`src/rtl/brk_pkg.sv`:
```
package brk_pkg;

    localparam int CODE_W = 4;
    localparam int PRE_W  = 6;
    localparam int RUN_W  = 4;

    typedef struct packed {
        logic             bypass;
        logic             use_dts;
        logic [PRE_W-1:0] div;
        logic [RUN_W-1:0] run;
    } flt_cfg_t;

    // Map a filter code to its sampling scheme.
    function automatic flt_cfg_t decode_code(input logic [CODE_W-1:0] code);
        flt_cfg_t         c;
        logic [CODE_W-1:0] idx;
        c   = '0;
        idx = '0;
        if (code == '0) begin
            c.bypass = 1'b1;
            c.div    = PRE_W'(1);
            c.run    = RUN_W'(1);
        end else if (code < CODE_W'(4)) begin
            c.div = PRE_W'(1);
            c.run = RUN_W'(RUN_W'(2) << (code - CODE_W'(1)));
        end else if (code < CODE_W'(10)) begin
            idx       = code - CODE_W'(4);
            c.use_dts = 1'b1;
            c.div     = PRE_W'(PRE_W'(2) << idx[2:1]);
            c.run     = idx[0] ? RUN_W'(8) : RUN_W'(6);
        end else begin
            idx       = code - CODE_W'(10);
            c.use_dts = 1'b1;
            c.div     = (idx < CODE_W'(3)) ? PRE_W'(16) : PRE_W'(32);
            if (idx == CODE_W'(0) || idx == CODE_W'(3))
                c.run = RUN_W'(5);
            else if (idx == CODE_W'(1) || idx == CODE_W'(4))
                c.run = RUN_W'(6);
            else
                c.run = RUN_W'(8);
        end
        return c;
    endfunction

endpackage

```
`src/rtl/brk_prescaler.sv`:
```
module brk_prescaler
    import brk_pkg::*;
#(
    parameter int W = PRE_W
) (
    input  logic         clk,
    input  logic         rst,
    input  logic         clr_i,
    input  logic         ce_i,
    input  logic         use_dts_i,
    input  logic [W-1:0] div_i,
    output logic         tick_o
);
    logic [W-1:0] pre_q;
    logic         wrap;

    assign wrap   = (pre_q >= div_i - W'(1));
    assign tick_o = use_dts_i ? (ce_i && wrap) : 1'b1;

    always_ff @(posedge clk) begin
        if (rst || clr_i) begin
            pre_q <= '0;
        end else if (use_dts_i && ce_i) begin
            if (wrap) pre_q <= '0;
            else      pre_q <= pre_q + W'(1);
        end
    end

    // on a divided rate two samples are never on adjacent edges
    p_tick_spacing_r5: assert property (@(posedge clk) disable iff (rst)
        (tick_o && use_dts_i && div_i > W'(1) && !clr_i)
        |=> (!tick_o || !$stable(div_i) || !$stable(use_dts_i)));

endmodule

```
`src/rtl/brk_run_filter.sv`:
```
module brk_run_filter
    import brk_pkg::*;
#(
    parameter int W = RUN_W
) (
    input  logic         clk,
    input  logic         rst,
    input  logic         clr_i,
    input  logic         tick_i,
    input  logic         sample_i,
    input  logic [W-1:0] run_i,
    output logic         level_o
);
    logic [W-1:0] cnt_q;
    logic         level_q;

    always_ff @(posedge clk) begin
        if (rst || clr_i) begin
            cnt_q   <= '0;
            level_q <= 1'b0;
        end else if (tick_i) begin
            if (sample_i == level_q) begin
                cnt_q <= '0;
            end else if (cnt_q >= run_i - W'(1)) begin
                cnt_q   <= '0;
                level_q <= sample_i;
            end else begin
                cnt_q <= cnt_q + W'(1);
            end
        end
    end

    assign level_o = level_q;

    // the qualified level moves only on a sample edge or a clear
    p_level_on_tick_r7: assert property (@(posedge clk) disable iff (rst)
        !$stable(level_q) |-> ($past(tick_i) || $past(clr_i)));

    // every level change leaves the run count empty
    p_cnt_cleared_r8: assert property (@(posedge clk) disable iff (rst)
        !$stable(level_q) |-> (cnt_q == '0));

endmodule

```
`src/rtl/brk_pin_drive.sv`:
```
module brk_pin_drive (
    input  logic clk,
    input  logic rst,
    input  logic en_i,
    input  logic bidir_i,
    input  logic disarm_i,
    input  logic brk_i,
    output logic drive_o
);
    logic drv_q;

    always_ff @(posedge clk) begin
        if (rst || !en_i || !bidir_i || disarm_i) drv_q <= 1'b0;
        else if (brk_i)                          drv_q <= 1'b1;
    end

    assign drive_o = drv_q;

    // not armed, or disabled, means no drive on the next edge
    p_drive_armed_r10: assert property (@(posedge clk) disable iff (rst)
        (!bidir_i || disarm_i || !en_i) |=> !drive_o);

    // the drive request rises only after a qualified break
    p_drive_after_brk_r9: assert property (@(posedge clk) disable iff (rst)
        $rose(drive_o) |-> $past(brk_i));

endmodule

```
`src/rtl/brk_qual_top.sv`:
```
module brk_qual_top
    import brk_pkg::*;
(
    input  logic              clk,
    input  logic              rst,
    input  logic              dts_ce,
    input  logic              brk_pin,
    input  logic [CODE_W-1:0] flt_code,
    input  logic              brk_en,
    input  logic              brk_pol,
    input  logic              brk_disarm,
    input  logic              brk_bidir,
    output logic              brk_valid,
    output logic              pin_drive_low
);
    flt_cfg_t cfg;
    logic     active;
    logic     clr;
    logic     tick;
    logic     level;

    assign cfg    = decode_code(flt_code);
    assign active = brk_pol ? brk_pin : ~brk_pin;
    assign clr    = ~brk_en;

    brk_prescaler #(.W(PRE_W)) u_pre (
        .clk       (clk),
        .rst       (rst),
        .clr_i     (clr),
        .ce_i      (dts_ce),
        .use_dts_i (cfg.use_dts),
        .div_i     (cfg.div),
        .tick_o    (tick)
    );

    brk_run_filter #(.W(RUN_W)) u_run (
        .clk      (clk),
        .rst      (rst),
        .clr_i    (clr | cfg.bypass),
        .tick_i   (tick),
        .sample_i (active),
        .run_i    (cfg.run),
        .level_o  (level)
    );

    assign brk_valid = brk_en & (cfg.bypass ? active : level);

    brk_pin_drive u_drv (
        .clk      (clk),
        .rst      (rst),
        .en_i     (brk_en),
        .bidir_i  (brk_bidir),
        .disarm_i (brk_disarm),
        .brk_i    (brk_valid),
        .drive_o  (pin_drive_low)
    );

    // disabled break never reports a qualified level one edge later
    p_disabled_quiet_r3: assert property (@(posedge clk) disable iff (rst)
        (!brk_en && !$past(brk_en)) |-> !pin_drive_low);

endmodule

```
`config.mk`:
```
export PLATFORM = sky130hd
export DESIGN_NAME = brk_qual_top
export DESIGN_NICKNAME = d
export VERILOG_FILES = /design/src/rtl/brk_pkg.sv /design/src/rtl/brk_prescaler.sv /design/src/rtl/brk_run_filter.sv /design/src/rtl/brk_pin_drive.sv /design/src/rtl/brk_qual_top.sv
export SDC_FILE = /design/constraint.sdc
export NUM_CORES = 1
export LEC_CHECK = 0
export ABC_AREA = 1
export CORE_MARGIN = 2
export CORE_UTILIZATION = 51
export CTS_CLUSTER_SIZE = 14
export DETAILED_ROUTE_END_ITERATION = 7
export HOLD_SLACK_MARGIN = 0.15
export PLACE_DENSITY = 0.79
export SLEW_MARGIN = 20
export SYNTH_ARGS = -nofsm -noshare
export SYNTH_HDL_FRONTEND = slang
export SYNTH_SLANG_ARGS = --single-unit
export TNS_END_PERCENT = 5
```
`constraint.sdc`:
```
create_clock -name clk -period 2.55 [get_ports clk]
set_input_delay 0.51 -clock clk [delete_from_list [all_inputs] [get_ports clk]]
set_output_delay 0.51 -clock clk [all_outputs]
set_load 0.02 [all_outputs]
```
==> reports/metrics.cfg <==
[critical_path]
critical_path_buf_inv_count=3
maximum_fanout_along_the_worst_path=9
cpLargestDelayFamily=simple AND/OR/NAND/NOR gates
timing.critical_path.arrival_ps=2770
worst_setup_path_category=input pin to flip-flop
timing.critical_path.to_type=flip-flop
startpoint_type=input pin
worst_ep_required_time_ps=2750
timing.critical_path.slowest_cell_delay_ps=270
slowest_stage=sky130_fd_sc_hd__ha_1
path_cells=buf_6, buf_4, o21ai_4, nand3_1, ha_2, nand3_1, xnor2_1, ha_1, nand2_2, inv_1, a21oi_2, nand2_1, nand2_2, nand2_4, a21oi_2, nor2_1

[power_and_ir_drop]
p_leak_nw=0.984
power.density_nw_per_um2=327
power.ir.vdd_worst_mv=0.448
totalPowerFinal_w=0.000679

[timing]
setup-tns-final_ps=-39.9
period_minus_slack_ps=2570
report.final.setup_viol=3
worst_slew_margin_rel_pct=78.0
rsz_0062_raised_after_global_routing=true
fmax_mhz=389
finalHoldViolations=0
worst_pin_slew_ps=329
finalClockSkew_ps=4.80
report.final.slew_viol_count=0
fin_crit_sh_pct=101
final_worst_setup_slack_ps=-21.4

[global_route]
largest_net_degree_at_the_start_of_global_routing=10
antenna_violations_before_repair=0
wire_length_of_the_first_global_routing_pass_um=6310
grt_usage_pct=24.9
vias_in_the_first_global_route=1551
grt_remaining_overflow=0

[worst_hold_path]
type_of_the_most_critical_hold_path=flip-flop to flip-flop

[synthesis]
synth_cell_types=23
mappedNetlistNets=253
synth_seq_area_share_pct=17.9
synthesis.area_per_instance_um2=6.16
yosys_warnings=0
postSynthRegisterBits=12
synth_cells=218
netlist_area_um2=1340

[detailed_routing]
viasPerCell=5.69
detail_route.drc_violations=0
postRouteAntennaNets=0
detailedRoute.firstIterationViolations=78
drt_first_pass_iters=4
detail_route.wirelength_um=4740
routed-via-count=1702
detail_route.wl_per_cell_um=15.8

[cts]
clock_tree.buffer_depth=2
cts_inserted_buffers=3
cts_hold_buf=0
tritoncts=built
cts.sinks=12
clk_latency_ps=300
htreeDepth=1
cts.reportedPaths.clkPinSlew_ps=80
clock-root-buffer=sky130_fd_sc_hd__clkbuf_4

[layout]
layout-drive-gt1-share_pct=36.8
final_cells=299
area_delta_synth_final_pct=54.8
finalCoreUtilization_pct=83.9
num-nets-final=305
antenna_cells_inserted=0
design_area_um2=2080

[floorplanning]
boundaryPins=14
die_w_um=55.3
fp.coreArea_um2=2480
start_util_pct=54.2
die_height_um=55.3
design.die.area_um2=3060
num_rows=18

[run_status]
status=finished, violations left
violations=negative setup slack

[placement]
numPlacedInstances=288
dpl_cell_area_um2=1720
half_perimeter_wire_length_of_the_detailed_placement_result_um=2480
gp_congestion=0.815
numPortBuffers=13

[run]
cap_violations=0

[cell usage in the layout (no fill, tap or decap), drive strengths merged]
| master | synthesis | final |
|---|---|---|
| clkbuf | 0 | 4 |
| nand2 | 63 | 63 |
| a21oi | 9 | 9 |
| o21ai | 12 | 12 |
| xnor2 | 3 | 3 |
| dlygate4sd2 | 0 | 1 |
| buf | 1 | 39 |
| nor2 | 21 | 21 |
| dfxtp | 12 | 12 |
| nor3b | 1 | 1 |
| o21bai | 1 | 1 |
| nor3 | 8 | 8 |
| clkdlybuf4s50 | 0 | 8 |
| or2 | 2 | 2 |
| nand3 | 22 | 22 |
| nand3b | 1 | 1 |
| ha | 23 | 23 |
| xor2 | 3 | 3 |
| inv | 36 | 36 |
[timing repair]
item	4_1_cts	5_1_grt
pin swaps	12	26
gates resized for setup	52	44
setup endpoints to repair	12	11
buffers inserted	4	5
[power by group]
group / internal, W / total, W / switching (W) / leakage [nW]
clock: 0.0000873 / 0.000162 / 0.0000745 / 0.0210
combinational: 0.000145 / 0.000323 / 0.000178 / 0.866
sequential: 0.000190 / 0.000194 / 0.00000377 / 0.0971
[per-stage QoR]
step	hold WS [ps]	setup slack (ps)
floorplan	457	27.9
global placement	469	-758
detailed placement	474	-801
CTS	484	1.14
global route	536	-200
finish	519	-21.4
[cells in the mapped netlist, drive strengths merged]
cell,n,area share [%]
ha,23,21
nand3,22,8.2
dfxtp,12,18
a21oi,9,3.4
or2,2,0.93
inv,36,10
buf,1,0.37
nor3,8,3.4
o21bai,1,0.56
o21ai,12,4.8
nor3b,1,0.56
nor2,21,6.2
nand2,63,18
nand3b,1,0.56
xor2,3,2.0
xnor2,3,2.0
[worst reg2reg max path: cells and delay by family, from the launching register on]
family | cells | cell delay (ps)
buf+inv | 2 | 150
flops | 1 | 370
compound gates | 1 | 140
fa+ha+maj | 1 | 300
simple gates | 8 | 620
[layout make-up]
cell class	instances	area [um^2]
Multi-Input combinational cell	169	1220
Timing Repair Buffer	48	399
Fill cell	137	399
Sequential cell	12	240
Inverter	36	148
Tap cell	30	37.5
Clock buffer	4	36.3
[path summary, 6_finish.rpt]
check	startpoint	to	slack [ps]	cells after the start
setup / recovery	flt_code[1]	u_run.level_o$_SDFFE_PP0P_	-20	16
hold / removal	u_drv.drive_o$_SDFFE_PP0P_	u_drv.drive_o$_SDFFE_PP0P_	520	2
setup reg to reg	u_pre.pre_q[0]$_SDFFE_PP0P_	u_run.level_o$_SDFFE_PP0P_	860	12
hold reg to reg	u_drv.drive_o$_SDFFE_PP0P_	u_drv.drive_o$_SDFFE_PP0P_	520	2
[cell families (layout without fill, tap and decap cells)]
family	after synthesis	count (layout)	synth area share, %
AND/OR/NAND/NOR	118	118	37.7
buffers and inverters	37	88	10.4
adder cells (fa/ha/maj)	23	23	21.4
AO/OA/AOI/OAI	22	22	8.67
flip-flops	12	12	17.9
XOR/XNOR	6	6	3.91
[metal layers]
layer	global-route usage, %	share of wire, %	vias to the layer above
li1	-	-	798
met1	27.4	39	791
met2	47.4	53	85
met3	5.85	5.0	28
met4	5.92	3.8	0
met5	0	0	-
[sequential cells by signal (all words and copies together) (netlist names)]
signal / cells
u_drv.drive_o: 1
u_pre.pre_q: 6
u_run.cnt_q: 4
u_run.level_o: 1
Power figures use the tool's default switching activity.
